--- src/rtl/cbw_pkg.sv ---
package cbw_pkg;
   localparam logic [7:0] STOP_CODE   = 8'hFE;
   localparam logic [7:0] GATE_CODE   = 8'h01;
   localparam logic [7:0] CMD_STATUS  = 8'h00;
   localparam logic [7:0] CMD_RESET   = 8'hFF;
   localparam logic [7:0] CMD_BUTTONS = 8'h01;
   localparam logic [7:0] FAIL_MARK   = 8'h80;

   typedef enum logic [1:0] {
      LEN_STOP,
      LEN_SKIP,
      LEN_EMPTY,
      LEN_FRAME
   } len_class_e;

   typedef enum logic [3:0] {
      S_IDLE, S_CTL_RD, S_CTL_WT, S_HDR_RD, S_HDR_WT, S_RXL_WT,
      S_TX_RD, S_TX_WT, S_EXEC, S_DEV_WT, S_REPLY, S_FAIL,
      S_FIN_RD, S_FIN_WT, S_DONE
   } walk_state_e;
endpackage

--- src/rtl/cbw_len_classify.sv ---
module cbw_len_classify
   import cbw_pkg::*;
(
   input  logic [7:0] len_byte,
   output len_class_e cls
);
   always_comb begin
      if (len_byte == STOP_CODE)                  cls = LEN_STOP;
      else if (len_byte[7])                       cls = LEN_SKIP;
      else if (len_byte == 8'h00 || len_byte[6])  cls = LEN_EMPTY;
      else                                        cls = LEN_FRAME;
   end
endmodule

--- src/rtl/cbw_builtin.sv ---
module cbw_builtin
   import cbw_pkg::*;
#(
   parameter int         NUM_CH     = 5,
   parameter int         CH_W       = 6,
   parameter int         IDX_W      = 6,
   parameter int         BTN_BYTES  = 4,
   parameter bit         CH0_FORCED = 1'b1,
   parameter logic [7:0] ID_BYTE0   = 8'h05,
   parameter logic [7:0] ID_BYTE1   = 8'h00
) (
   input  logic [CH_W-1:0]        chan,
   input  logic [7:0]             cmd,
   input  logic [IDX_W-1:0]       idx,
   input  logic [NUM_CH-1:0]      pad_present,
   input  logic [NUM_CH-1:0]      accessory,
   input  logic [8*BTN_BYTES-1:0] buttons,
   output logic                   is_builtin,
   output logic                   ok,
   output logic [7:0]             reply_byte
);
   if (NUM_CH < 1 || NUM_CH > (1 << CH_W) - 1) begin : g_bad_ch
      $error("cbw_builtin: NUM_CH out of range");
   end
   if (BTN_BYTES < 1 || BTN_BYTES > 8) begin : g_bad_btn
      $error("cbw_builtin: BTN_BYTES out of range");
   end

   logic [NUM_CH-1:0] present_eff;
   for (genvar g = 0; g < NUM_CH; g++) begin : g_present
      if (g == 0 && CH0_FORCED) begin : g_forced
         assign present_eff[g] = 1'b1;
      end else begin : g_pin
         assign present_eff[g] = pad_present[g];
      end
   end

   logic ch_present, ch_acc;
   always_comb begin
      ch_present = 1'b0;
      ch_acc     = 1'b0;
      for (int i = 0; i < NUM_CH; i++) begin
         if (int'(chan) == i) begin
            ch_present = present_eff[i];
            ch_acc     = accessory[i];
         end
      end
   end

   logic [7:0] btn_byte;
   always_comb begin
      btn_byte = 8'h00;
      for (int i = 0; i < BTN_BYTES; i++) begin
         if (int'(idx) == i) btn_byte = buttons[8*(BTN_BYTES-1-i) +: 8];
      end
   end

   logic is_status, is_btn;
   assign is_status  = (cmd == CMD_STATUS) || (cmd == CMD_RESET);
   assign is_btn     = (cmd == CMD_BUTTONS);
   assign is_builtin = is_status || is_btn;

   always_comb begin
      ok         = 1'b0;
      reply_byte = 8'h00;
      if (is_status) begin
         ok = ch_present;
         case (int'(idx))
            0:       reply_byte = ID_BYTE0;
            1:       reply_byte = ID_BYTE1;
            2:       reply_byte = {7'b0, ch_acc};
            default: reply_byte = 8'h00;
         endcase
      end else if (is_btn) begin
         ok         = (chan == '0);
         reply_byte = btn_byte;
      end
   end
endmodule

--- src/rtl/cmdblk_walker.sv ---
module cmdblk_walker
   import cbw_pkg::*;
#(
   parameter int         NUM_CH     = 5,
   parameter int         BTN_BYTES  = 4,
   parameter int         EXT_LO     = 2,
   parameter int         EXT_HI     = 8,
   parameter bit         CH0_FORCED = 1'b1,
   parameter logic [7:0] ID_BYTE0   = 8'h05,
   parameter logic [7:0] ID_BYTE1   = 8'h00
) (
   input  logic                   clk,
   input  logic                   rst_n,
   input  logic                   start,
   output logic                   busy,
   output logic                   done,
   output logic [5:0]             ram_addr,
   output logic                   ram_rd,
   output logic                   ram_wr,
   output logic [7:0]             ram_wdata,
   input  logic [7:0]             ram_rdata,
   input  logic [NUM_CH-1:0]      pad_present,
   input  logic [NUM_CH-1:0]      accessory,
   input  logic [8*BTN_BYTES-1:0] buttons,
   output logic                   dev_tx_valid,
   output logic [7:0]             dev_tx_byte,
   output logic                   dev_req,
   output logic [5:0]             dev_chan,
   output logic [7:0]             dev_cmd,
   output logic [5:0]             dev_tx_len,
   output logic [5:0]             dev_rx_len,
   input  logic                   dev_done,
   input  logic                   dev_ok,
   output logic [5:0]             dev_rx_idx,
   input  logic [7:0]             dev_rx_byte
);
   localparam int AW    = 6;
   localparam int DEPTH = 1 << AW;
   localparam int LAST  = DEPTH - 1;
   localparam int PW    = AW + 2;
   localparam int CH_W  = AW;
   localparam int LEN_W = AW;

   if (EXT_LO <= int'(CMD_BUTTONS) || EXT_HI >= int'(CMD_RESET) || EXT_LO > EXT_HI) begin : g_bad_ext
      $error("cmdblk_walker: external command range invalid");
   end

   walk_state_e      state;
   logic [PW-1:0]    ptr;
   logic [CH_W-1:0]  chan;
   logic [LEN_W-1:0] tx_len, cnt;
   logic [7:0]       rx_raw, cmd;
   logic [AW-1:0]    rx_addr;
   logic             use_ext, tx_in;

   len_class_e       hdr_cls;
   logic             bi_is, bi_ok;
   logic [7:0]       bi_byte;

   logic [LEN_W-1:0] rx_len;
   logic             ptr_in, ext_code, chan_ok;
   logic [7:0]       tx_byte, rep_byte;

   assign rx_len   = rx_raw[LEN_W-1:0];
   assign ptr_in   = ptr < PW'(DEPTH);
   assign ext_code = (int'(cmd) >= EXT_LO) && (int'(cmd) <= EXT_HI);
   assign chan_ok  = int'(chan) < NUM_CH;
   assign tx_byte  = tx_in ? ram_rdata : 8'h00;
   assign rep_byte = use_ext ? dev_rx_byte : bi_byte;

   cbw_len_classify u_cls (
      .len_byte (ram_rdata),
      .cls      (hdr_cls)
   );

   cbw_builtin #(
      .NUM_CH     (NUM_CH),
      .CH_W       (CH_W),
      .IDX_W      (LEN_W),
      .BTN_BYTES  (BTN_BYTES),
      .CH0_FORCED (CH0_FORCED),
      .ID_BYTE0   (ID_BYTE0),
      .ID_BYTE1   (ID_BYTE1)
   ) u_builtin (
      .chan        (chan),
      .cmd         (cmd),
      .idx         (cnt),
      .pad_present (pad_present),
      .accessory   (accessory),
      .buttons     (buttons),
      .is_builtin  (bi_is),
      .ok          (bi_ok),
      .reply_byte  (bi_byte)
   );

   // RAM port driving
   always_comb begin
      ram_rd    = 1'b0;
      ram_wr    = 1'b0;
      ram_addr  = '0;
      ram_wdata = '0;
      case (state)
         S_CTL_RD, S_FIN_RD: begin
            ram_rd   = 1'b1;
            ram_addr = AW'(LAST);
         end
         S_HDR_RD: if (ptr < PW'(LAST)) begin
            ram_rd   = 1'b1;
            ram_addr = ptr[AW-1:0];
         end
         S_HDR_WT: if (hdr_cls == LEN_FRAME) begin
            ram_rd   = 1'b1;
            ram_addr = ptr[AW-1:0];
         end
         S_TX_RD: if (ptr_in) begin
            ram_rd   = 1'b1;
            ram_addr = ptr[AW-1:0];
         end
         S_REPLY: if (cnt != rx_len && ptr_in) begin
            ram_wr    = 1'b1;
            ram_addr  = ptr[AW-1:0];
            ram_wdata = rep_byte;
         end
         S_FAIL: begin
            ram_wr    = 1'b1;
            ram_addr  = rx_addr;
            ram_wdata = rx_raw | FAIL_MARK;
         end
         S_FIN_WT: begin
            ram_wr    = 1'b1;
            ram_addr  = AW'(LAST);
            ram_wdata = ram_rdata & 8'h7F;
         end
         default: ;
      endcase
   end

   assign busy         = (state != S_IDLE);
   assign done         = (state == S_DONE);
   assign dev_tx_valid = (state == S_TX_WT);
   assign dev_tx_byte  = tx_byte;
   assign dev_req      = (state == S_EXEC) && !bi_is && ext_code && chan_ok;
   assign dev_chan     = chan;
   assign dev_cmd      = cmd;
   assign dev_tx_len   = tx_len;
   assign dev_rx_len   = rx_len;
   assign dev_rx_idx   = cnt;

   always_ff @(posedge clk) begin
      if (!rst_n) begin
         state   <= S_IDLE;
         ptr     <= '0;
         chan    <= '0;
         tx_len  <= '0;
         cnt     <= '0;
         rx_raw  <= '0;
         cmd     <= '0;
         rx_addr <= '0;
         use_ext <= 1'b0;
         tx_in   <= 1'b0;
      end else begin
         case (state)
            S_IDLE:   if (start) state <= S_CTL_RD;
            S_CTL_RD: state <= S_CTL_WT;
            S_CTL_WT: begin
               if (ram_rdata == GATE_CODE) begin
                  ptr   <= '0;
                  chan  <= '0;
                  state <= S_HDR_RD;
               end else begin
                  state <= S_DONE;
               end
            end
            S_HDR_RD: begin
               if (ptr < PW'(LAST)) begin
                  ptr   <= ptr + 1'b1;
                  state <= S_HDR_WT;
               end else begin
                  state <= S_FIN_RD;
               end
            end
            S_HDR_WT: begin
               case (hdr_cls)
                  LEN_STOP:  state <= S_FIN_RD;
                  LEN_SKIP:  state <= S_HDR_RD;
                  LEN_EMPTY: begin
                     chan  <= chan + 1'b1;
                     state <= S_HDR_RD;
                  end
                  default: begin
                     tx_len  <= ram_rdata[LEN_W-1:0];
                     rx_addr <= ptr[AW-1:0];
                     ptr     <= ptr + 1'b1;
                     state   <= S_RXL_WT;
                  end
               endcase
            end
            S_RXL_WT: begin
               if (ram_rdata == STOP_CODE) begin
                  state <= S_FIN_RD;
               end else begin
                  rx_raw <= ram_rdata;
                  cnt    <= '0;
                  state  <= S_TX_RD;
               end
            end
            S_TX_RD: begin
               tx_in <= ptr_in;
               ptr   <= ptr + 1'b1;
               state <= S_TX_WT;
            end
            S_TX_WT: begin
               if (cnt == '0) cmd <= tx_byte;
               if (cnt + LEN_W'(1) == tx_len) begin
                  cnt   <= '0;
                  state <= S_EXEC;
               end else begin
                  cnt   <= cnt + 1'b1;
                  state <= S_TX_RD;
               end
            end
            S_EXEC: begin
               if (bi_is) begin
                  use_ext <= 1'b0;
                  state   <= bi_ok ? S_REPLY : S_FAIL;
               end else if (ext_code && chan_ok) begin
                  use_ext <= 1'b1;
                  state   <= S_DEV_WT;
               end else begin
                  state <= S_FAIL;
               end
            end
            S_DEV_WT: if (dev_done) state <= dev_ok ? S_REPLY : S_FAIL;
            S_REPLY: begin
               if (cnt == rx_len) begin
                  chan  <= chan + 1'b1;
                  state <= S_HDR_RD;
               end else begin
                  cnt <= cnt + 1'b1;
                  ptr <= ptr + 1'b1;
               end
            end
            S_FAIL: begin
               chan  <= chan + 1'b1;
               state <= S_HDR_RD;
            end
            S_FIN_RD: state <= S_FIN_WT;
            S_FIN_WT: state <= S_DONE;
            S_DONE:   state <= S_IDLE;
            default:  state <= S_IDLE;
         endcase
      end
   end

   AST_GATE_NO_WRITE: assert property (@(posedge clk) disable iff (!rst_n)
      (state == S_CTL_WT && ram_rdata != GATE_CODE) |=> (done && !ram_wr));
   AST_WALK_BOUND: assert property (@(posedge clk) disable iff (!rst_n)
      (ram_rd && state == S_HDR_RD) |-> (ptr < PW'(LAST)));
   AST_SKIP_KEEPS_CHAN: assert property (@(posedge clk) disable iff (!rst_n)
      (state == S_HDR_WT && ram_rdata[7] && ram_rdata != STOP_CODE) |=> $stable(chan));
   AST_EMPTY_STEPS_CHAN: assert property (@(posedge clk) disable iff (!rst_n)
      (state == S_HDR_WT && (ram_rdata == 8'h00 || ram_rdata[7:6] == 2'b01))
      |=> (chan == $past(chan) + 1'b1));
   AST_FAIL_MARKED: assert property (@(posedge clk) disable iff (!rst_n)
      (ram_wr && state == S_FAIL) |-> (ram_wdata[7] && ram_addr == rx_addr));
   AST_REQ_PULSE: assert property (@(posedge clk) disable iff (!rst_n)
      dev_req |=> (!dev_req && busy));
   AST_FIN_CLEARED: assert property (@(posedge clk) disable iff (!rst_n)
      (ram_wr && state == S_FIN_WT) |-> (!ram_wdata[7] && ram_addr == AW'(LAST)));
endmodule

--- config.mk ---
export PLATFORM = sky130hd
export DESIGN_NAME = cmdblk_walker
export DESIGN_NICKNAME = d
export VERILOG_FILES = /design/src/rtl/cbw_pkg.sv /design/src/rtl/cbw_len_classify.sv /design/src/rtl/cbw_builtin.sv /design/src/rtl/cmdblk_walker.sv
export SDC_FILE = /design/constraint.sdc
export NUM_CORES = 1
export LEC_CHECK = 0
export CORE_ASPECT_RATIO = 1.1
export CORE_MARGIN = 2
export CORE_UTILIZATION = 45
export CTS_BUF_LIST = sky130_fd_sc_hd__clkbuf_8
export DETAILED_ROUTE_END_ITERATION = 8
export GPL_TIMING_DRIVEN = 0
export PLACE_DENSITY = 0.87
export SKIP_CTS_REPAIR_TIMING = 1
export SLEW_MARGIN = 20
export SYNTH_ARGS = -nofsm -noshare
export SYNTH_HDL_FRONTEND = slang
export SYNTH_SLANG_ARGS = --single-unit
--- constraint.sdc ---
create_clock -name clk -period 3.1 [get_ports clk]
set_input_delay 0.62 -clock clk [delete_from_list [all_inputs] [get_ports clk]]
set_output_delay 0.62 -clock clk [all_outputs]
set_load 0.02 [all_outputs]
Word-level counts from Yosys, hierarchy flattened
Cells that the tools add are included.
{"block": "word_totals", "reg_bits": 53, "latchBits": 0, "ramBits": 0, "rom_bits": 0, "inputBits": 63, "out_inout_bits": 60, "memories": 0}
{"block": "op_classes", "n_addsub": 3, "n_mul": 0, "div": 0, "order_cmp": 5, "n_eq_ne": 41, "n_shift": 0, "n_mux": 65, "bitwise": 2, "reduce_logical": 36}
{"operator": "8-bit two-way mux", "count": 13}
{"operator": "6-bit two-way mux", "count": 10}
{"operator": "4-bit one-hot mux with 14 select lines", "count": 1}
{"operator": "8-bit one-hot mux with 5 select lines", "count": 1}
{"operator": "6-bit one-hot mux with 6 select lines", "count": 1}
{"operator": "4-bit == test (second input constant)", "count": 7}
{"operator": "4-bit two-way mux", "count": 7}
{"operator": "6-bit by 3-bit == test with 1-bit output (second input constant)", "count": 4}
{"operator": "6-bit zero test", "count": 4}
{"operator": "6-bit one-hot mux with 4 select lines", "count": 1}
{"operator": "8-bit one-hot mux with 3 select lines", "count": 1}
{"operator": "1-bit two-way mux", "count": 21}
{"operator": "6-bit by 2-bit == test with 1-bit output (second input constant)", "count": 3}
{"operator": "2-bit != test (second input constant)", "count": 9}
{"operator": "6-bit one-hot mux with 3 select lines", "count": 1}
{"operator": "4-bit by 3-bit == test with 1-bit output (second input constant)", "count": 4}
{"operator": "8-bit by 1-bit == test with 1-bit output (second input constant)", "count": 2}
{"operator": "8-bit == test (second input constant)", "count": 2}
{"operator": "8-bit zero test", "count": 2}
{"operator": "6-bit by 1-bit adder with 6-bit output (second input constant)", "count": 2}
{"operator": "6-bit == test", "count": 2}
{"operator": "8-bit by 1-bit adder with 8-bit output (second input constant)", "count": 1}
{"operator": "4-bit by 2-bit == test with 1-bit output (second input constant)", "count": 2}
{"operator": "8-bit by 2-bit greater-or-equal comparator with 1-bit output (second input constant)", "count": 1}
{"operator": "30 further kinds", "count": 50}

Depth between registers and ports, before layout
Gate-level depths: netlist of the first run.
{"block": "depth", "word_depth": 11, "ltp_mapped": 11}

Hierarchy
A second synthesis of the first run with hierarchy kept.
{"block": "hier_totals", "cells_unflattened": 475, "hier_area_um2": 4042.6}
{"mod": "cmdblk_walker", "instances": 1, "cells_each": 407, "area_per_inst_um2": 3469.6, "seq_area_each_um2": 1061.0}
{"mod": "cbw_builtin", "instances": 1, "cells_each": 61, "area_per_inst_um2": 525.5, "seq_area_each_um2": 0.0}
{"mod": "cbw_len_classify", "instances": 1, "cells_each": 7, "area_per_inst_um2": 47.5, "seq_area_each_um2": 0.0}

Worst setup path before layout of the first run
OpenSTA, ideal clock, no wires.
{"block": "synth_timing", "path_type": "input port to output port", "start": "input ram_rdata[4]", "end": "output ram_addr[0]", "t_arrival_ns": 2.427, "t_required_ns": 2.480, "slack_ns": 0.053, "path_stages": 8, "path_cell_list": "or4_4 nor2_1 a21oi_1 o21a_1 ha_1 nand3_1 nand3_1 a221o_1"}
{"block": "synth_between", "elab_chain_len": 8}
{"item": "start: declaration", "line_no": "cmdblk_walker.sv:21", "rtl": "input logic [7:0] ram_rdata,"}
{"item": "8-bit zero test", "line_no": "cbw_len_classify.sv:10", "rtl": "else if (len_byte == 8'h00 || len_byte[6]) cls = LEN_EMPTY;"}
{"item": "1-bit logical OR", "line_no": "cbw_len_classify.sv:10"}
{"item": "1-bit two-way mux", "line_no": "cbw_len_classify.sv:10"}
{"item": "2-bit two-way mux", "line_no": "cbw_len_classify.sv:9", "rtl": "else if (len_byte[7]) cls = LEN_SKIP;"}
{"item": "2-bit two-way mux *", "line_no": "cbw_len_classify.sv:8", "rtl": "if (len_byte == STOP_CODE) cls = LEN_STOP;"}
{"item": "2-bit == test *", "line_no": "cmdblk_walker.sv:111", "rtl": "S_HDR_WT: if (hdr_cls == LEN_FRAME) begin"}
{"item": "6-bit two-way mux *", "line_no": "cmdblk_walker.sv:111"}
{"item": "6-bit one-hot mux with 6 select lines *", "line_no": "cmdblk_walker.sv:102", "rtl": "case (state)"}
{"item": "end: declaration", "line_no": "cmdblk_walker.sv:17", "rtl": "output logic [5:0] ram_addr,"}
Mark *: on every way between the ends. The rest lies on a longest branch, timed or not.

Worst setup path after layout of the first run
{"block": "layout_timing", "start": "input ram_rdata[7]", "end": "output ram_addr[2]"}
The elaborated chain is that of the path after synthesis.

==> results_dict.tcl, run 1 <==
set metrics [dict create \
    max_freq_ghz 0.313 \
    clock_skew_ns 0.00940 \
    num_rows 35 \
    syn-cell-area_um2 3970 \
    rr_worst_depth 7 \
    vias_per_cell 5.81 \
    area_delta_synth_final_pct 42.0 \
    worstHoldStart "dev_chan[1]$_SDFFE_PN0P_" \
    synthTopCellsByArea "dfxtp_1, nand2_1, ha_1" \
    cts.clk_slew.worst_paths_ns 0.10 \
    r2r_end "dev_rx_idx[5]$_SDFFE_PN0P_" \
    maxSlewHeadroom 0.582 \
    die_w_um 93.6 \
    yosysWarnings 0 \
    p_per_area_nw_per_um2 438 \
    ys_seq_elements 53 \
    grt_overflow_total 0 \
    min_period_over_period 1.03 \
    grt_pass1_wl_mm 20.8 \
    grt_pass1_vias 4306 \
    vias 4456 \
    wirelength_mm 13.5 \
    async_flop_share 0 \
    critPathCaptureType "output pin" \
    rsz0062_at_grt "true" \
    cts_tree "done" \
    root_buffer "clkbuf_8" \
    core_um2 8500 \
    wire_per_inst_um 17.6 \
    grt_start_max_net_pins 18 \
    htree_levels 2 \
    failed_checks "negative setup slack" \
    clk_path_buf_depth 2 \
    start_kind "input pin" \
    gp_congestion 0.971 \
    netlist_instances 524 \
    synth.distinct_cells 62 \
    io_buffer_count 120 \
    critical_path_class "in2out" \
    antenna_found_initial 0 \
    synth.most_common_cell "nand2_1" \
    clock_latency_ns 0.32 \
    holdPathStages 2 \
    worstPathArrival_ns 2.57 \
    synth_commonest_cells "nand2_1, dfxtp_1, nor2_1" \
    fin_ws_ns -0.0908 \
    setup_viol 6 \
    worstHoldEndpoint "dev_chan[1]$_SDFFE_PN0P_" \
    initial_core_util 0.468 \
    place_ws_ns -1.25 \
    grt_usage 0.271 \
    crit_fanout 6 \
    ys.flop_type "dfxtp_1" \
    final_hold_viol_count 0 \
    reg2reg_slack_ns 0.75 \
    cts_made_buffers 5 \
    period_needed_ns 3.19 \
    synth_nets 602 \
    crit_start "ram_rdata[7]" \
    ys_seq_area_frac 0.267 \
    finalPower_mw 2.47 \
    yosys.area.top_type "dfxtp_1" \
    hold_path_class "reg2reg" \
    p_leak_nw 2.45 \
    cp.required_ns 2.48 \
    num_antenna_cells 0 \
    outcome "finished, violations left" \
    syn_avg_cell_area_um2 7.58 \
    r2r_start "state[2]$_SDFFE_PN0P_" \
    drv_slew 0 \
    ir_worst_vdd_mv 0.474 \
    ant_nets 0 \
    dieArea_um2 9600 \
    synth_edf_count 0 \
    synth_top_area_share 0.267 \
    drt_iter0_markers 385 \
    dr.pass1.iters 5 \
    worst_pin_slew_ns 0.627 \
    clock_sink_count 53 \
    maxCapViolations 0 \
    io_pins 123 \
    nNetsFinal 733 \
    route.detailed.drc 0 \
    layout-drive-gt1-share 0.125 \
    dp_hpwl_mm 10.3 \
    die-height_um 103 \
]
-- where the power goes --
part	switching, mW	internal, mW	total (mW)	leakage [nW]
Sequential	0.0693	0.724	0.793	0.429
Combinational	0.719	0.526	1.25	1.96
Clock	0.249	0.186	0.435	0.0518
-- stage by stage --
stage / instances / hold WS, ns / setup TNS (ns) / utilization / instance area (µm²)
5_1_grt: 767 / 0.559 / -0.875 / 0.664 / 5640
2_1_floorplan: 524 / 0.473 / 0 / - / 3970
4_1_cts: 763 / 0.510 / -15.80 / 0.637 / 5410
6_report: 767 / 0.527 / -0.467 / 0.664 / 5640
3_5_place_dp: 755 / 0.496 / -18.37 / 0.625 / 5310
3_3_place_gp: 755 / 0.487 / -16.27 / 0.625 / 5310
-- how the worst max path moves through the flow --
stage,to,slack (ns),depth (start not counted)
floorplan,ram_addr[0],0.05,8
global placement,ram_addr[5],-1.22,10
detailed placement,ram_addr[5],-1.25,10
CTS,ram_addr[2],-1.25,10
global route,ram_addr[2],-0.15,10
finish,ram_addr[2],-0.09,10
-- layer usage --
metal  GRT usage  vias up  part of all wire
met5           0        -                 0
met4      0.0769        0             0.022
met3      0.0344       33             0.072
met2       0.486      209              0.49
met1       0.343     2082              0.41
li1            -     2132                 -
-- sequential cells by signal, indices dropped and copies added (netlist names), 4 cells and up --
name / cells
dev_cmd: 8
rx_addr: 6
dev_tx_len: 6
dev_chan: 6
ptr: 8
rx_raw: 7
state: 4
dev_rx_idx: 6
-- placed cells by master (no fill, tap or decap), drive strengths merged, types with 2 or more instances in the layout --
cell type / synthesis / final
and2: 12 / 12
nand2: 59 / 59
nand2b: 7 / 7
clkdlybuf4s50: 0 / 96
o2111ai: 2 / 2
nand4: 14 / 14
ha: 15 / 15
or3: 4 / 4
a22oi: 10 / 10
and3: 5 / 5
nor2: 48 / 48
nor3: 10 / 10
nor4: 4 / 4
nand3: 32 / 32
nand3b: 2 / 2
a21boi: 12 / 12
dlymetal6s2s: 0 / 10
a221o: 8 / 8
o21a: 4 / 4
o311a: 3 / 3
xor2: 18 / 18
xnor2: 9 / 9
mux2i: 18 / 18
o31ai: 2 / 2
a211oi: 4 / 4
o21ai: 29 / 29
clkinv: 1 / 2
inv: 23 / 24
or4: 3 / 3
nor2b: 26 / 26
a21oi: 27 / 27
clkbuf: 18 / 26
dfxtp: 53 / 53
o211ai: 2 / 2
buf: 13 / 29
a21o: 6 / 6
a221oi: 6 / 6
-- logic make-up (layout without fill, tap and decap cells) --
family / after synthesis / in the layout / share of synthesized area
AND/OR/NAND/NOR: 229 / 229 / 0.288
AO/OA/AOI/OAI: 127 / 127 / 0.231
flip-flops: 53 / 53 / 0.267
multiplexers: 18 / 18 / 0.0453
buffers and inverters: 55 / 187 / 0.0614
adder cells (fa/ha/maj): 15 / 15 / 0.0472
XOR/XNOR: 27 / 27 / 0.0595
-- worst max-delay path, stage by stage --
cell and delay, ns:
buf_8 0.11, or4_4 0.55, nor2_4 0.11, a21oi_2 0.05, o21a_1 0.23, ha_2 0.20
nand3_2 0.07, nand3_4 0.11, a221o_1 0.35, buf_2 0.17
-- layout make-up --
type / count / area, µm²
buffer: 29 / 158
fill: 724 / 2850
multi-input combinational: 416 / 2840
clock buffer: 6 / 82.6
clock inverter: 2 / 17.5
timing repair buffer: 126 / 1250
inverter: 24 / 90.1
sequential: 53 / 1070
tap: 111 / 139
Note: power is estimated with default switching activity, not from simulation.
==> inputs of run 2 (changes only) <==
--- a/config.mk
+++ b/config.mk
@@ -5,6 +5,7 @@
 export SDC_FILE = /design/constraint.sdc
 export NUM_CORES = 1
 export LEC_CHECK = 0
+export CAP_MARGIN = 20
 export CORE_ASPECT_RATIO = 1.1
 export CORE_MARGIN = 2
 export CORE_UTILIZATION = 45
==> results of run 2 <==
Same layout as run 1: the final DEF is identical, and so are final timing and power.
